$ cat src/rtl/ip_rcv_pkg.sv
package ip_rcv_pkg;
  typedef enum logic [1:0] {
    SP_MEM = 2'd0,
    SP_IO  = 2'd1,
    SP_ID  = 2'd2,
    SP_RSV = 2'd3
  } space_e;

  function automatic logic needs_rcv(logic [1:0] sp);
    return (sp == SP_IO) || (sp == SP_ID);
  endfunction
endpackage

$ cat src/rtl/ip_rcv_delay_dec.sv
module ip_rcv_delay_dec #(
  parameter int BASE_CYC = 16,
  parameter int CW       = 7
) (
  input  logic [1:0]    code_i,
  output logic [CW-1:0] cyc_o
);
  localparam int MAX_CYC = 4 * BASE_CYC;

  always_comb begin
    unique case (code_i)
      2'd0:    cyc_o = '0;
      2'd1:    cyc_o = CW'(BASE_CYC);
      2'd2:    cyc_o = CW'(2 * BASE_CYC);
      default: cyc_o = CW'(MAX_CYC);
    endcase
  end

  always_comb begin
    AST_DEC_RANGE: assert (int'(cyc_o) <= MAX_CYC);
  end
endmodule

$ cat src/rtl/ip_rcv_slot_cnt.sv
module ip_rcv_slot_cnt #(
  parameter int CW = 7
) (
  input  logic          clk_i,
  input  logic          rst_ni,
  input  logic          load_i,
  input  logic [CW-1:0] load_val_i,
  output logic          idle_o
);
  logic [CW-1:0] cnt_q;

  always_ff @(posedge clk_i or negedge rst_ni) begin
    if (!rst_ni)             cnt_q <= '0;
    else if (load_i)         cnt_q <= load_val_i;
    else if (cnt_q != '0)    cnt_q <= cnt_q - 1'b1;
  end

  assign idle_o = (cnt_q == '0);

  AST_CNT_LOAD: assert property (@(posedge clk_i) disable iff (!rst_ni)
    load_i |=> cnt_q == $past(load_val_i));
  AST_CNT_STEP: assert property (@(posedge clk_i) disable iff (!rst_ni)
    (!load_i && cnt_q != '0) |=> cnt_q == $past(cnt_q) - 1'b1);
  AST_CNT_RELOAD: assert property (@(posedge clk_i) disable iff (!rst_ni)
    (load_i && cnt_q != '0) |=> cnt_q == $past(load_val_i));
  AST_CNT_HOLD: assert property (@(posedge clk_i) disable iff (!rst_ni)
    (!load_i && cnt_q == '0) |=> cnt_q == '0);
endmodule

$ cat src/rtl/ip_rcv_err_sync.sv
module ip_rcv_err_sync #(
  parameter int NSLOT = 4
) (
  input  logic             clk_i,
  input  logic             rst_ni,
  input  logic [NSLOT-1:0] err_ni,
  output logic [NSLOT-1:0] stat_o
);
  logic [NSLOT-1:0] s1_q, s2_q;
  logic [1:0]       age_q;

  always_ff @(posedge clk_i or negedge rst_ni) begin
    if (!rst_ni) begin
      s1_q <= '0;
      s2_q <= '0;
    end else begin
      s1_q <= ~err_ni;
      s2_q <= s1_q;
    end
  end

  assign stat_o = s2_q;

  // checker-only age counter, saturates at 2
  always_ff @(posedge clk_i or negedge rst_ni) begin
    if (!rst_ni)             age_q <= '0;
    else if (age_q != 2'd2)  age_q <= age_q + 1'b1;
  end

  AST_ERR_LAG: assert property (@(posedge clk_i) disable iff (!rst_ni)
    (age_q == 2'd2) |-> stat_o == ~$past(err_ni, 2));
endmodule

$ cat src/rtl/ip_rcv_grant.sv
module ip_rcv_grant
  import ip_rcv_pkg::*;
#(
  parameter int NSLOT = 4,
  parameter int SW    = 2
) (
  input  logic             req_valid_i,
  input  logic [SW-1:0]    req_slot_i,
  input  logic             req_dbl_i,
  input  logic [1:0]       req_space_i,
  input  logic [NSLOT-1:0] idle_i,
  output logic             grant_o
);
  logic [SW-1:0] lo_idx, hi_idx;
  logic          single_ok, pair_ok, timed;

  assign lo_idx    = {req_slot_i[SW-1:1], 1'b0};
  assign hi_idx    = {req_slot_i[SW-1:1], 1'b1};
  assign single_ok = idle_i[req_slot_i];
  assign pair_ok   = idle_i[lo_idx] & idle_i[hi_idx];
  assign timed     = needs_rcv(req_space_i);

  always_comb begin
    grant_o = 1'b0;
    if (req_valid_i) begin
      if (!timed)         grant_o = 1'b1;
      else if (req_dbl_i) grant_o = pair_ok;
      else                grant_o = single_ok;
    end
  end
endmodule

$ cat src/rtl/ip_rcv_timer.sv
module ip_rcv_timer
  import ip_rcv_pkg::*;
#(
  parameter int NSLOT    = 4,
  parameter int BASE_CYC = 16
) (
  input  logic                 clk_i,
  input  logic                 rst_ni,
  input  logic [2*NSLOT-1:0]   rt_cfg_i,
  input  logic                 req_valid_i,
  input  logic [$clog2(NSLOT)-1:0] req_slot_i,
  input  logic                 req_dbl_i,
  input  logic [1:0]           req_space_i,
  output logic                 grant_o,
  input  logic                 done_i,
  input  logic [$clog2(NSLOT)-1:0] done_slot_i,
  input  logic                 done_dbl_i,
  input  logic [1:0]           done_space_i,
  input  logic [NSLOT-1:0]     err_ni,
  output logic [NSLOT-1:0]     err_stat_o
);
  localparam int SW      = $clog2(NSLOT);
  localparam int MAX_CYC = 4 * BASE_CYC;
  localparam int CW      = $clog2(MAX_CYC + 1);

  logic [NSLOT-1:0] idle;
  logic             done_timed, req_timed;

  assign done_timed = done_i & needs_rcv(done_space_i);
  assign req_timed  = needs_rcv(req_space_i);

  for (genvar i = 0; i < NSLOT; i++) begin : g_slot
    localparam logic [SW-1:0] IDX = SW'(i);
    logic [CW-1:0] dly;
    logic          hit, load;

    assign hit  = done_dbl_i ? (done_slot_i[SW-1:1] == IDX[SW-1:1])
                             : (done_slot_i == IDX);
    assign load = done_timed & hit;

    ip_rcv_delay_dec #(.BASE_CYC(BASE_CYC), .CW(CW)) u_dec (
      .code_i (rt_cfg_i[2*i +: 2]),
      .cyc_o  (dly)
    );

    ip_rcv_slot_cnt #(.CW(CW)) u_cnt (
      .clk_i      (clk_i),
      .rst_ni     (rst_ni),
      .load_i     (load),
      .load_val_i (dly),
      .idle_o     (idle[i])
    );
  end

  ip_rcv_grant #(.NSLOT(NSLOT), .SW(SW)) u_grant (
    .req_valid_i (req_valid_i),
    .req_slot_i  (req_slot_i),
    .req_dbl_i   (req_dbl_i),
    .req_space_i (req_space_i),
    .idle_i      (idle),
    .grant_o     (grant_o)
  );

  ip_rcv_err_sync #(.NSLOT(NSLOT)) u_err (
    .clk_i  (clk_i),
    .rst_ni (rst_ni),
    .err_ni (err_ni),
    .stat_o (err_stat_o)
  );

  logic [SW-1:0] req_lo, req_hi;
  assign req_lo = {req_slot_i[SW-1:1], 1'b0};
  assign req_hi = {req_slot_i[SW-1:1], 1'b1};

  AST_NO_REQ_NO_GNT: assert property (@(posedge clk_i) disable iff (!rst_ni)
    !req_valid_i |-> !grant_o);
  AST_MEM_PASS: assert property (@(posedge clk_i) disable iff (!rst_ni)
    (req_valid_i && !req_timed) |-> grant_o);
  AST_SINGLE_WAIT: assert property (@(posedge clk_i) disable iff (!rst_ni)
    (grant_o && req_timed && !req_dbl_i) |-> idle[req_slot_i]);
  AST_PAIR_WAIT: assert property (@(posedge clk_i) disable iff (!rst_ni)
    (grant_o && req_timed && req_dbl_i) |-> (idle[req_lo] && idle[req_hi]));
  AST_PAIR_LOAD: assert property (@(posedge clk_i) disable iff (!rst_ni)
    (done_timed && done_dbl_i && rt_cfg_i[2*req_lo +: 2] != 2'd0 &&
     done_slot_i[SW-1:1] == req_lo[SW-1:1]) |=> !idle[req_lo]);
  AST_MEM_NO_LOAD: assert property (@(posedge clk_i) disable iff (!rst_ni)
    (done_i && !done_timed && (&idle)) |=> (&idle));
endmodule

$ cat config.mk
export PLATFORM = sky130hd
export DESIGN_NAME = ip_rcv_timer
export DESIGN_NICKNAME = d
export VERILOG_FILES = /design/src/rtl/ip_rcv_pkg.sv /design/src/rtl/ip_rcv_delay_dec.sv /design/src/rtl/ip_rcv_slot_cnt.sv /design/src/rtl/ip_rcv_err_sync.sv /design/src/rtl/ip_rcv_grant.sv /design/src/rtl/ip_rcv_timer.sv
export SDC_FILE = /design/constraint.sdc
export NUM_CORES = 1
export LEC_CHECK = 0
export ABC_AREA = 1
export CAP_MARGIN = 20
export CORE_MARGIN = 1
export CORE_UTILIZATION = 44
export DETAILED_ROUTE_END_ITERATION = 8
export GPL_ROUTABILITY_DRIVEN = 0
export PLACE_DENSITY = 0.75
export SLEW_MARGIN = 5
export SYNTH_ARGS = -nofsm -noshare
export SYNTH_HDL_FRONTEND = slang
export SYNTH_SLANG_ARGS = --single-unit
export TNS_END_PERCENT = 20
$ cat constraint.sdc
create_clock -name clk_i -period 1.2 [get_ports clk_i]
set_input_delay 0.24 -clock clk_i [delete_from_list [all_inputs] [get_ports clk_i]]
set_output_delay 0.24 -clock clk_i [all_outputs]
set_load 0.05 [all_outputs]
After elaboration in Yosys (flattened, before gate mapping)
Index checks and enable logic that the tools add are counted.
{"block": "totals", "register_bits": 36, "in_bits": 26, "wordCells": 80}
{"block": "classes", "add_sub_neg": 4, "magnitude_cmp": 3, "eq_ne": 15, "n_mux": 25, "n_bitwise": 8, "reduce_logical": 19}
{"cell": "7-bit one-hot mux with 3 select lines", "n": 4}
{"cell": "7-bit two-way mux", "n": 8}
{"cell": "7-bit zero test", "n": 4}
{"cell": "7-bit nonzero test", "n": 4}
{"cell": "7-bit by 1-bit subtractor with 7-bit output (second input constant)", "n": 4}
{"cell": "2-bit == test (second input constant)", "n": 8}
{"cell": "2-bit by 1-bit == test with 1-bit output (second input constant)", "n": 7}
{"cell": "1-bit two-way mux", "n": 12}
{"cell": "2-bit zero test", "n": 5}
{"cell": "2-bit by 3-bit < comparator with 1-bit output (second input constant)", "n": 3}
{"cell": "2-bit nonzero test", "n": 4}
{"cell": "1-bit bitwise AND", "n": 6}
{"cell": "4-bit inverter", "n": 1}
{"cell": "1-bit binary-select mux with 2-bit select", "n": 1}
{"cell": "1-bit logical OR", "n": 2}
{"cell": "1-bit inverter", "n": 1}

Longest topological paths before layout
{"block": "logic_depth", "ltp_word": 7, "mapped_depth": 9, "mapped_depth_nobuf": 9}

Modules after synthesis
A second synthesis with hierarchy kept.
{"block": "unflattened", "cells_unflattened": 322, "area_unflattened_um2": 2511.2}
{"module": "ip_rcv_slot_cnt", "n_inst": 4, "cells_per_inst": 59, "area_each_um2": 483.0, "seq_area_each_um2": 175.2}
{"module": "ip_rcv_delay_dec", "n_inst": 4, "cells_per_inst": 11, "area_each_um2": 56.3, "seq_area_each_um2": 0.0}
{"module": "ip_rcv_err_sync", "n_inst": 1, "cells_per_inst": 12, "area_each_um2": 215.2, "seq_area_each_um2": 200.2}
{"module": "ip_rcv_timer", "n_inst": 1, "cells_per_inst": 15, "area_each_um2": 70.1, "seq_area_each_um2": 0.0}
{"module": "ip_rcv_grant", "n_inst": 1, "cells_per_inst": 15, "area_each_um2": 68.8, "seq_area_each_um2": 0.0}

Least setup slack after synthesis
OpenSTA, ideal clock, no wires.
{"block": "synth_timing", "kind": "flip-flop to output port", "start": "reg g_slot[0].u_cnt.cnt_q[0]", "end": "out grant_o", "t_arrival_ps": 1747, "required_ps": 960, "slack_ps": -787, "stages_incl_launch_ff": 9, "cell_sequence": "dfrtp_1 -> inv_1 -> ha_1 -> inv_1 -> nor2_1 -> nand4_1 -> nand3_1 -> nand2_1 -> a21oi_1"}
{"block": "synth_between", "elab_chain_len": 7, "word_cells_on_any_way": 9, "classes_between": "7 x mux; 1 x bitwise; 1 x reduce/logical"}
{"element": "start: declaration", "line_no": "ip_rcv_slot_cnt.sv:10", "text": "logic [CW-1:0] cnt_q;"}
{"element": "start signal: assignment", "line_no": "ip_rcv_slot_cnt.sv:14", "text": "else if (load_i) cnt_q <= load_val_i;"}
{"element": "start signal: assignment", "line_no": "ip_rcv_slot_cnt.sv:15", "text": "else if (cnt_q != '0) cnt_q <= cnt_q - 1'b1;"}
{"element": "7-bit zero test (*)", "line_no": "ip_rcv_slot_cnt.sv:18", "text": "assign idle_o = (cnt_q == '0);"}
{"element": "1-bit two-way mux (implied by the code) (2 in a row)", "line_no": "ip_rcv_grant.sv:20", "text": "assign pair_ok = idle_i[lo_idx] & idle_i[hi_idx];"}
{"element": "1-bit bitwise AND", "line_no": "ip_rcv_grant.sv:20"}
{"element": "1-bit two-way mux (*)", "line_no": "ip_rcv_grant.sv:27", "text": "else if (req_dbl_i) grant_o = pair_ok;"}
{"element": "1-bit two-way mux (*)", "line_no": "ip_rcv_grant.sv:26", "text": "if (!timed) grant_o = 1'b1;"}
{"element": "1-bit two-way mux (*)", "line_no": "ip_rcv_grant.sv:25", "text": "if (req_valid_i) begin"}
{"element": "end: declaration", "line_no": "ip_rcv_timer.sv:14", "text": "output logic grant_o,"}
Every way passes the cells marked *; elsewhere a longest branch is shown, timed or not. The select of a mux whose other input is x is not followed.

Worst setup path in the final report
{"block": "layout_timing", "start": "reg g_slot[3].u_cnt.cnt_q[1]", "end": "out grant_o"}
{"block": "layout_between", "elab_chain_len": 7, "word_cells_on_any_way": 9, "classes_between": "7 x mux; 1 x bitwise; 1 x reduce/logical"}
{"element": "start: declaration", "line_no": "ip_rcv_slot_cnt.sv:10"}
{"element": "start signal: assignment", "line_no": "ip_rcv_slot_cnt.sv:14"}
{"element": "start signal: assignment", "line_no": "ip_rcv_slot_cnt.sv:15"}
{"element": "7-bit zero test (*)", "line_no": "ip_rcv_slot_cnt.sv:18"}
{"element": "1-bit two-way mux (implied by the code) (2 in a row)", "line_no": "ip_rcv_grant.sv:20"}
{"element": "1-bit bitwise AND", "line_no": "ip_rcv_grant.sv:20"}
{"element": "1-bit two-way mux (*)", "line_no": "ip_rcv_grant.sv:27"}
{"element": "1-bit two-way mux (*)", "line_no": "ip_rcv_grant.sv:26"}
{"element": "1-bit two-way mux (*)", "line_no": "ip_rcv_grant.sv:25"}
Marks and branches as above.

==> results.cfg <==
[sta]
report.final.slew_viol_count = 0
rsz0062_at_grt = yes
worstMarginPinSlew_ps = 307
period_minus_slack_ps = 1870
setup_viol = 28
setup_tns_ps = -2300
hold_violations = 0
relSlewSlack_pct = 79.5
min_period_over_period_pct = 156
setup_slack_ps = -673
max_freq_ghz = 0.534
skew_ps = 8.23

[worst_setup_path]
r2r-start = g_slot[2].u_cnt.cnt_q[1]
crit_path_cell_trace = inv_2, ha_4, inv_2, nor2_4, nand4_1, nand3_1, nand2_2, a21oi_4, buf_12
cp.depth = 9
cp.arrival_ps = 1630
critPathBufInv = 3
crit_family = flip-flops
worstPathRequired_ps = 960
rrSetupSlack_ps = -140
worstSetupPathType = flip-flop to output port
cp-end-kind = output port
worst-path-max-fanout = 2
cp-start-kind = flip-flop
cp_slowest_stage_delay_ps = 410
r2r_end = g_slot[2].u_cnt.cnt_q[1]
cpMostUsedCell = inv_2
reg2reg_depth = 10
cp_slowest_cell = dfrtp_1

[yosys]
synthCells = 249
synthAdderAreaFrac_pct = 4.81
yosysTopAreaCellShare_pct = 43.3
synth.avg_cell_area_sq_um = 8.35
synth_top_area_cell = dfrtp_1
synth_area_leaders = dfrtp_1, inv_1, nand3_1
synthXorXnorAreaFrac_pct = 6.74
synthSimpleGateAreaFrac_pct = 29.1
netlist_area_sq_um = 2080
muxShareOfSynthArea_pct = 0
synth_nets = 283
synth_common_cells = inv_1, dfrtp_1, nand2_1, nand3_1, nor2_1
ys_seq_area_share_pct = 43.3
ys_async_sr_fraction_pct = 100
synth_seq_cells = 36
synth_compound_area_share_pct = 6.62
yosysUniqueCellTypes = 29
synth_ff_type = dfrtp_1
synth_top_family_by_area = simple AND/OR/NAND/NOR gates
synth_edf_count = 0
ys_warn_count = 0
synth_most_common_cell = inv_1

[grt]
grt_pass1_wl_mm = 8.75
grtUsageMet3_pct = 4.27
antenna_found_initial = 0
top_usage_layer = met2
globalRouteOverflowTotal = 0
grtUsageMet2_pct = 43.3
grt_max_degree = 37
grt_pass1_vias = 2078
grt.total_usage_pct = 22.4
use_met1_pct = 23.9

[power]
intPower_mw = 4.52
p_comb_share_pct = 62.3
powerDensity_nw_per_um2 = 2330
p_seq_share_pct = 26.5
total_power_mw = 7.63
switchingPower_mw = 3.11
swShare_pct = 40.8
vdd_drop_max_v = 0.00109
pwr-share-clk_pct = 11.2
p_leak_nw = 1.63

[cells_and_area]
nets = 371
fill_cells = 331
drive_above_1_share_pct = 42.0
final_cell_count_no_fill = 390
area_delta_synth_final_pct = 57.4
stdcell_area_sq_um = 3270
n_antenna_cell = 0
utilization_pct = 73.6

[drt]
via_per_inst = 5.03
dr.pass1.iters = 6
drcViolationCount = 4
ant_nets = 0
via_count = 1963
routedWlPerCell_um = 13.7
drtIter0Drc = 95
drt_wl_total_mm = 5.34

[placement]
place_area_sq_um = 2850
dp_cells = 372
dp_hpwl_mm = 3.54
port_buffers = 30

[status]
outcome = complete, but fails checks
violations = design-rule violations, negative setup slack

[clock_network]
tritoncts = yes
clock-sinks = 36
h-tree-depth = 2
clk_path_buf_depth = 2
clk_latency_ps = 290
clockRootBuffer = clkbuf_8
numCtsBuffers = 5
clk_pin_slew_ps = 80

[floorplanning]
die_h_um = 70.7
initial_core_util_pct = 46.8
io_pins = 31
die_w_um = 70.7
core.rowCount = 24
die_area_sq_um = 5000
core_sq_um = 4440

[run]
maxCapViolations = 0

[min_path]
hp-class = input pin to async pin
[timing repair]
| action | 4_1_cts | 5_1_grt |
|---|---|---|
| resized for setup | 41 | 31 |
| hold buffers | 0 | 0 |
| setup buffers | 11 | 9 |
| endpoints found under the setup margin | 26 | 29 |
| pin swaps | 18 | 17 |
[worst max-delay path by stage]
stage                             startpoint  slack, ps      end
detailed placement             req_slot_i[0]       -510  grant_o
floorplan           g_slot[0].u_cnt.cnt_q[0]       -350  grant_o
global route        g_slot[3].u_cnt.cnt_q[1]       -780  grant_o
CTS                 g_slot[1].u_cnt.cnt_q[1]       -640  grant_o
finish              g_slot[3].u_cnt.cnt_q[1]       -670  grant_o
global placement               req_slot_i[0]       -500  grant_o
[kinds of logic after synthesis]
logic type / Yosys count
AND/OR/NAND/NOR: 113
AO/OA/AOI/OAI: 24
XOR/XNOR: 16
adder cells (fa/ha/maj): 8
flip-flops: 36
buffers and inverters: 52
[power groups by stage]
stage,logic (mW),registers (mW),clock network (mW)
after floorplan,1.92,2.03,0
after global placement,3.39,1.97,0
after detailed placement,3.52,2.00,0
after CTS,4.16,1.99,0.891
after global routing,5.22,2.07,0.930
final,4.75,2.02,0.858
[layout by cell type, fill, tap and decap left out, types with 6 or more instances in the layout]
cell,Yosys,layout
buf_4,0,45
inv_2,10,18
nand3_1,28,23
dfrtp_1,36,36
nand4_1,7,7
nor2_2,3,6
o21ai_1,9,11
nor2_4,3,7
inv_1,42,31
clkdlybuf4s50_1,0,23
xor2_1,13,12
nand2_2,7,9
ha_4,0,7
buf_12,0,7
nor2_1,22,15
nand2_1,29,22
[cell type report]
class | instances | area [sq um] | area share (%)
inverter | 52 | 205 | 6.27
multi-input combinational | 161 | 1240 | 38.0
tap | 52 | 65.1 | 1.99
sequential | 36 | 901 | 27.5
clock buffer | 5 | 68.8 | 2.10
clock inverter | 3 | 18.8 | 0.573
timing repair buffer | 81 | 771 | 23.5
[worst register-to-register path, delay by kind of cell (launching register included)]
| family | cells | cell delay, ps |
|---|---|---|
| buffers and inverters | 4 | 320 |
| adder cells (fa/ha/maj) | 1 | 140 |
| AO/OA/AOI/OAI | 1 | 60 |
| flip-flops | 1 | 360 |
| AND/OR/NAND/NOR | 4 | 350 |
[sequential cells by signal, summed over array words and instances, names as in the netlist]
| name | cells |
|---|---|
| g_slot.u_cnt.cnt_q | 28 |
| u_err.stat_o | 4 |
| u_err.s1_q | 4 |
[routing by layer]
metal	share of wire, %	wire (um)
met1	39	2110
met2	56	2980
met3	3.8	202
met4	1.0	56
met5	0	0
[per-stage QoR]
step	setup WS [ps]	hold WS, ps
2_1_floorplan	-346	-55.6
5_1_grt	-783	348
4_1_cts	-643	329
3_3_place_gp	-500	333
3_5_place_dp	-514	337
6_report	-673	330
Note: power is estimated with default switching activity, not from simulation.
